==> config.mk <==
export PLATFORM = sky130hd
export DESIGN_NAME = spi_master_regs
export DESIGN_NICKNAME = d
export VERILOG_FILES = /design/src/rtl/spi_master_pkg.sv /design/src/rtl/spi_sck_gen.sv /design/src/rtl/spi_shift_engine.sv /design/src/rtl/spi_master_regs.sv
export SDC_FILE = /design/constraint.sdc
export NUM_CORES = 1
export LEC_CHECK = 0
export CAP_MARGIN = 20
export CELL_PAD_IN_SITES_DETAIL_PLACEMENT = 2
export CELL_PAD_IN_SITES_GLOBAL_PLACEMENT = 2
export CORE_ASPECT_RATIO = 0.8
export CORE_MARGIN = 2
export CORE_UTILIZATION = 30
export CTS_CLUSTER_DIAMETER = 30
export CTS_CLUSTER_SIZE = 30
export DETAILED_ROUTE_END_ITERATION = 12
export GPL_ROUTABILITY_DRIVEN = 0
export PLACE_DENSITY_LB_ADDON = 0.1
export SYNTH_ARGS = -nofsm -noshare
export SYNTH_HDL_FRONTEND = slang
export SYNTH_SLANG_ARGS = --single-unit
==> constraint.sdc <==
create_clock -name clk -period 3.6 [get_ports clk]
set_input_delay 0.54 -clock clk [delete_from_list [all_inputs] [get_ports clk]]
set_output_delay 0.54 -clock clk [all_outputs]
set_load 0.02 [all_outputs]
==> src/rtl/spi_master_pkg.sv <==
package spi_master_pkg;

  localparam logic [7:0] OFF_CFG  = 8'h20;
  localparam logic [7:0] OFF_EVT  = 8'h24;
  localparam logic [7:0] OFF_MSK  = 8'h28;
  localparam logic [7:0] OFF_CMD  = 8'h2C;
  localparam logic [7:0] OFF_TXD  = 8'h30;
  localparam logic [7:0] OFF_RXD  = 8'h34;

  localparam int CB_LOOP = 30;
  localparam int CB_MSBF = 26;
  localparam int CB_MSTR = 25;
  localparam int CB_ENA  = 24;
  localparam int CB_LEN  = 20;
  localparam int CB_DIV  = 16;
  localparam logic [31:0] CFG_KEEP = 32'h47FF_0000;

  localparam int EB_RNE = 9;
  localparam int EB_TNF = 8;

  // number of bits in a character for a length code
  function automatic int char_bits(input logic [3:0] code);
    if (code == 4'd0)      return 32;
    else if (code < 4'd4)  return 4;
    else                   return int'(code) + 1;
  endfunction

endpackage

==> src/rtl/spi_sck_gen.sv <==
module spi_sck_gen #(
  parameter int DIV_W = 4,
  localparam int CNT_W = DIV_W + 1
) (
  input  logic             clk,
  input  logic             rst_n,
  input  logic             start,
  input  logic             run,
  input  logic [DIV_W-1:0] div,
  output logic             sck,
  output logic             rise,
  output logic             fall
);
  // half period = 2*(div+1) system clocks, so reload value is 2*div+1
  logic [CNT_W-1:0] cnt_q;
  logic [CNT_W-1:0] reload;
  logic             tick;

  assign reload = {div, 1'b1};
  assign tick   = run && !start && (cnt_q == '0);
  assign rise   = tick && !sck;
  assign fall   = tick && sck;

  always_ff @(posedge clk or negedge rst_n) begin
    if (!rst_n) begin
      cnt_q <= '0;
      sck   <= 1'b0;
    end else if (start) begin
      cnt_q <= reload;
      sck   <= 1'b0;
    end else if (run) begin
      if (cnt_q == '0) begin
        cnt_q <= reload;
        sck   <= ~sck;
      end else begin
        cnt_q <= cnt_q - 1'b1;
      end
    end else begin
      sck <= 1'b0;
    end
  end
endmodule

==> src/rtl/spi_shift_engine.sv <==
module spi_shift_engine #(
  parameter int DW = 32,
  localparam int IW = $clog2(DW) + 1,
  localparam int XW = $clog2(DW)
) (
  input  logic          clk,
  input  logic          rst_n,
  input  logic          start,
  input  logic [DW-1:0] tx_word,
  input  logic [3:0]    len_code,
  input  logic          msb_first,
  input  logic          loop_en,
  input  logic          miso,
  input  logic          rise,
  input  logic          fall,
  output logic          busy,
  output logic          mosi,
  output logic          done,
  output logic [DW-1:0] rx_word
);
  import spi_master_pkg::*;

  logic [DW-1:0] tx_q;
  logic [DW-1:0] rx_q;
  logic [IW-1:0] nbits_q;
  logic [IW-1:0] bitcnt_q;
  logic          msbf_q;
  logic          loop_q;
  logic [IW-1:0] pos;
  logic [XW-1:0] ix;
  logic          last;
  logic          rx_bit;

  assign pos    = msbf_q ? (nbits_q - 1'b1 - bitcnt_q) : bitcnt_q;
  assign ix     = pos[XW-1:0];
  assign last   = (bitcnt_q == nbits_q - 1'b1);
  assign mosi   = busy && tx_q[ix];
  assign rx_bit = loop_q ? mosi : miso;
  assign done   = busy && fall && last;
  assign rx_word = rx_q;

  always_ff @(posedge clk or negedge rst_n) begin
    if (!rst_n) begin
      busy     <= 1'b0;
      tx_q     <= '0;
      rx_q     <= '0;
      nbits_q  <= IW'(4);
      bitcnt_q <= '0;
      msbf_q   <= 1'b0;
      loop_q   <= 1'b0;
    end else if (start) begin
      busy     <= 1'b1;
      tx_q     <= tx_word;
      rx_q     <= '0;
      nbits_q  <= IW'(char_bits(len_code));
      bitcnt_q <= '0;
      msbf_q   <= msb_first;
      loop_q   <= loop_en;
    end else if (busy) begin
      if (rise) rx_q[ix] <= rx_bit;
      if (fall) begin
        if (last) busy <= 1'b0;
        else      bitcnt_q <= bitcnt_q + 1'b1;
      end
    end
  end
endmodule

==> src/rtl/spi_master_regs.sv <==
module spi_master_regs #(
  parameter int DIV_W = 4
) (
  input  logic        clk,
  input  logic        rst_n,
  input  logic        bus_en,
  input  logic        bus_we,
  input  logic [7:0]  bus_addr,
  input  logic [31:0] bus_wdata,
  output logic [31:0] bus_rdata,
  output logic        sck,
  output logic        mosi,
  input  logic        miso,
  output logic        irq
);
  import spi_master_pkg::*;

  logic [31:0] cfg_q, msk_q, cmd_q, rxd_q;
  logic        ev_rne, ev_tnf;
  logic [7:0]  off;
  logic        wr, rd;
  logic        start, busy, done, rise, fall;
  logic [31:0] rx_word, evt_word;

  assign off = {bus_addr[7:2], 2'b00};
  assign wr  = bus_en && bus_we;
  assign rd  = bus_en && !bus_we;

  assign start = wr && (off == OFF_TXD) && cfg_q[CB_ENA] && cfg_q[CB_MSTR] && !busy;

  assign evt_word = {22'd0, ev_rne, ev_tnf, 8'd0};
  assign irq      = |(evt_word & msk_q);

  spi_sck_gen #(.DIV_W(DIV_W)) u_sck (
    .clk  (clk),
    .rst_n(rst_n),
    .start(start),
    .run  (busy),
    .div  (cfg_q[CB_DIV +: DIV_W]),
    .sck  (sck),
    .rise (rise),
    .fall (fall)
  );

  spi_shift_engine #(.DW(32)) u_eng (
    .clk      (clk),
    .rst_n    (rst_n),
    .start    (start),
    .tx_word  (bus_wdata),
    .len_code (cfg_q[CB_LEN +: 4]),
    .msb_first(cfg_q[CB_MSBF]),
    .loop_en  (cfg_q[CB_LOOP]),
    .miso     (miso),
    .rise     (rise),
    .fall     (fall),
    .busy     (busy),
    .mosi     (mosi),
    .done     (done),
    .rx_word  (rx_word)
  );

  always_ff @(posedge clk or negedge rst_n) begin
    if (!rst_n) begin
      cfg_q  <= '0;
      msk_q  <= '0;
      cmd_q  <= '0;
      rxd_q  <= '0;
      ev_rne <= 1'b0;
      ev_tnf <= 1'b1;
    end else begin
      if (wr && off == OFF_CFG) cfg_q <= bus_wdata & CFG_KEEP;
      if (wr && off == OFF_MSK) msk_q <= bus_wdata;
      if (wr && off == OFF_CMD) cmd_q <= bus_wdata;
      if (wr && off == OFF_EVT) begin
        if (bus_wdata[EB_RNE]) ev_rne <= 1'b0;
        if (bus_wdata[EB_TNF]) ev_tnf <= 1'b0;
      end
      if (start) ev_tnf <= 1'b0;
      if (done) begin
        ev_rne <= 1'b1;
        ev_tnf <= 1'b1;
        rxd_q  <= rx_word;
      end
    end
  end

  always_ff @(posedge clk or negedge rst_n) begin
    if (!rst_n) begin
      bus_rdata <= '0;
    end else if (rd) begin
      case (off)
        OFF_CFG: bus_rdata <= cfg_q;
        OFF_EVT: bus_rdata <= evt_word;
        OFF_MSK: bus_rdata <= msk_q;
        OFF_CMD: bus_rdata <= cmd_q;
        OFF_RXD: bus_rdata <= rxd_q;
        default: bus_rdata <= '0;
      endcase
    end
  end
endmodule

==> results of run 1 <==
## synthesized netlist by cell type, types with 3 or more instances
master	number
dfrtp_1	225
nand2_1	161
mux2_2	110
clkbuf_1	43
a222oi_1	32
a32oi_1	32
a21oi_1	29
o21ai_0	29
inv_1	18
nor2_1	18
a21o_1	16
a31oi_1	14
and3_1	13
a41oi_1	11
buf_2	11
mux2i_1	11
a211oi_1	10
ha_1	9
xnor2_1	9
and2_1	8
nor3_1	8
buf_1	7
nand3_1	7
nor2b_1	5
o21a_1	5
xor2_1	5
nand4_1	4
nor3_4	4
o211ai_1	4
a2111o_1	3
buf_4	3
nand2b_1	3
nor3b_1	3
or3_1	3
or4_1	3
## worst register-to-register path: stages, from the launching register on
cell,delay [ns]
dfrtp_1,0.38
inv_2,0.07
ha_4,0.17
xor2_2,0.19
ha_4,0.26
buf_4,0.17
nor2b_1,0.14
o21a_1,0.19
or3_1,0.36
a31oi_2,0.23
buf_4,0.33
o21a_1,0.42
a31oi_1,0.16
## cell type report
cell class,instances,area (um2)
Fill cell,3407,19330
Sequential cell,227,5683
Multi-Input combinational cell,597,4507
Clock buffer,73,1640
Timing Repair Buffer,140,1354
Clock inverter,35,651.9
Tap cell,434,543.0
Inverter,18,67.56
Antenna cell,2,5.005
## layer usage
layer	vias up	wire [um]	track usage
met2	180	16300	0.3144
met3	44	1758	0.04189
met4	0	480	0.05052
met1	4413	18820	0.3216
li1	3642	-	-
met5	-	0	0
## timing repair
item,in CTS,in global routing
hold endpoints to repair,0,0
endpoints found under the setup margin,1,1
setup buffers,1,3
resized for setup,22,9
pin swaps,11,12
## kinds of logic after synthesis
logic type / count (synthesis) / share of synthesized area
and+or+nand+nor: 252 / 0.1145
AOI/OAI and AO/OA: 198 / 0.1441
DFF: 227 / 0.5489
adders and majority gates: 10 / 0.01281
buffers and inverters: 83 / 0.03324
muxes: 123 / 0.1346
xor gates and xnor gates: 14 / 0.01184
## worst max path at each step
stage                                 from    to  slack (ns)  cells after the start
after floorplan           u_eng.nbits_q[0]  mosi        0.23                     13
after global placement    u_eng.nbits_q[0]  mosi       -0.32                     10
after detailed placement  u_eng.nbits_q[0]  mosi       -0.50                     10
after CTS                 u_eng.nbits_q[0]  mosi       -0.26                     10
after global routing      u_eng.nbits_q[0]  mosi       -0.39                     10
final                     u_eng.nbits_q[0]  mosi       -0.26                     10
## metrics by stage
step	worst slack (ns)	std cells	TNS, ns	hold slack (ns)	util
2_1_floorplan	0.2342	907	0	0.2444	-
3_3_place_gp	-0.3175	1412	-0.3175	0.4509	0.3543
3_5_place_dp	-0.4970	1412	-0.4970	0.4561	0.3543
4_1_cts	-0.2645	1521	-0.2645	0.01819	0.4250
5_1_grt	-0.3910	1524	-0.3910	0.04982	0.4276
6_report	-0.2646	1526	-0.2646	0.003295	0.4278
## state kept, by name, indices dropped and copies added (netlist names), 5 cells and up
signal	count
rxd_q	32
bus_rdata	32
cfg_q	12
msk_q	32
cmd_q	32
u_eng.tx_q	32
u_eng.nbits_q	6
u_eng.bitcnt_q	6
u_sck.cnt_q	5
u_eng.rx_word	32
## report_power, final
| part | total, mW | internal (mW) | switching, mW |
|---|---|---|---|
| Clock | 6.08 | 4.41 | 1.68 |
| Sequential | 2.68 | 2.63 | 0.0520 |
| Combinational | 0.266 | 0.115 | 0.151 |
## placed cells by master (no fill, tap or decap), types with 29 or more instances in the layout
cell,synthesis,layout
nand2_1,161,161
dfrtp_1,225,225
mux2_2,110,109
a222oi_1,32,32
a21oi_1,29,29
o21ai_0,29,29
clkbuf_16,0,60
a32oi_1,32,31
clkdlybuf4s50_1,0,75
buf_4,3,54
==> impl_metrics.csv, run 1 <==
group,metric,value,unit
status,outcome,"finished, violations left",
yosys,synth_area_leader_cell,"dfrtp_1",
detailed_routing,post_drt_via_cell_ratio,5.425,
clock_tree,cts_tree,"done",
flow_run,drv_cap,0,
timing,post-route-min-period,3.865,ns
yosys,synth_warnings,0,
clock_tree,clk_pin_slew,0.04,ns
die,fp.dieArea,36020,um2
power,p_leak,6.710,nW
clock_tree,cts.path.max_buffers,3,
critical_path,crit_path_top_delay_cell,"fa_2",
timing,worst_slew_pin_slew,0.9381,ns
critical_path,cp_slowest_stage_delay,0.47,ns
timing,skew,0.02899,ns
die,die_h,170.2,um
die,io_pins,80,
yosys,synth_edf_count,0,
critical_path,crit_path_end_kind,"output pin",
yosys,syn_area_per_cell,11.41,um2
critical_path,r2r_cells,12,
status,violations,"negative setup slack",
power,ir_worst_vdd,0.3499,mV
critical_path,worst-r2r-setup-slack,0.40,ns
clock_tree,htreeDepth,2,
die,initial_core_util,0.3064,
timing,slew_headroom,0.3694,
power,powerDensity,625.0,nW/um2
grt,gr-usage-all-layers,0.2138,
critical_path,cp_data_arrival_time,3.32,ns
detailed_routing,routed_wl,37360,um
clock_tree,clock-root-buffer,"clkbuf_16",
yosys,synth_cells,907,
clock_tree,clock_sinks,227,
timing,slew_viol_final,0,
yosys,synth_top_flop_cell,"dfrtp_1",
yosys,synth-seq-cells,227,
yosys,ys_top_cells_by_area,"dfrtp_1 (54%), mux2_2 (12%), nand2_1 (5.8%)",
die,num_rows,60,
grt,grt_pass1_vias,9269,
yosys,synth_seq_area_share,0.5489,
grt,grt_pass1_wl,57970,um
grt,grt_max_degree,92,
detailed_routing,wl_per_cell,24.48,um
die,core_area,33780,um2
cells_and_area,fin_area,14450,um2
critical_path,reg2reg_to,"u_eng.rx_word[25]",
critical_path,cp.required,3.06,ns
power,p_total,9.032,mW
die,die_width,211.7,um
yosys,synthDistinctLibCells,58,
clock_tree,cts_buffers,58,
grt,grt_antenna_before_repair,2,
worst_hold_path,hold_path.class,"in -> async",
critical_path,critical_path_buf_inv_count,2,
critical_path,path_delay_family,"compound AO/OA/AOI/OAI gates",
critical_path,crit_fanout,3,
timing,fmax,0.2588,GHz
timing,fin_crit_sh,1.073,
yosys,async_flop_share,1.000,
clock_tree,holdBufCountCts,0,
cells_and_area,syn2layout_area_growth,39.59,%
yosys,syn_nets,962,
place,port_buffers,77,
place,post_dp_cell_area,11970,um2
critical_path,worstPathCellList,"inv_2 -> ha_4 -> fa_2 -> xor2_4 -> o32a_1 -> a211oi_1 -> a2111o_1 -> mux2_4 -> o22ai_4 -> buf_6",
clock_tree,clkLatencyLatePin,0.58,ns
timing,rsz0062_at_grt,"yes",
grt,grt_overflow,0,
cells_and_area,drive_gt1_frac,0.2862,
detailed_routing,dr.first_iter.drc_count,544,
critical_path,r2r_start,"u_eng.nbits_q[0]",
timing,hold_violations,0,
timing,setup_viol,1,
detailed_routing,antenna_left,0,
detailed_routing,vias,8279,
detailed_routing,drcViolationCount,0,
yosys,netlist_area,10350,um2
detailed_routing,drtPass1Iterations,5,
critical_path,startpoint_type,"register",
critical_path,criticalPathCategory,"reg -> out",
yosys,yosysTopAreaCellShare,0.5439,
cells_and_area,nNetsFinal,1097,
place,dp_hpwl,24220,um
timing,worst_slack,-0.2646,ns
Note: power is estimated with default switching activity, not from simulation.
==> inputs of run 2 (changes only) <==
--- a/config.mk
+++ b/config.mk
@@ -5,7 +5,6 @@
 export SDC_FILE = /design/constraint.sdc
 export NUM_CORES = 1
 export LEC_CHECK = 0
-export CAP_MARGIN = 20
 export CELL_PAD_IN_SITES_DETAIL_PLACEMENT = 2
 export CELL_PAD_IN_SITES_GLOBAL_PLACEMENT = 2
 export CORE_ASPECT_RATIO = 0.8
==> results of run 2 <==
Final layout, timing and power as in run 1 (identical DEF).
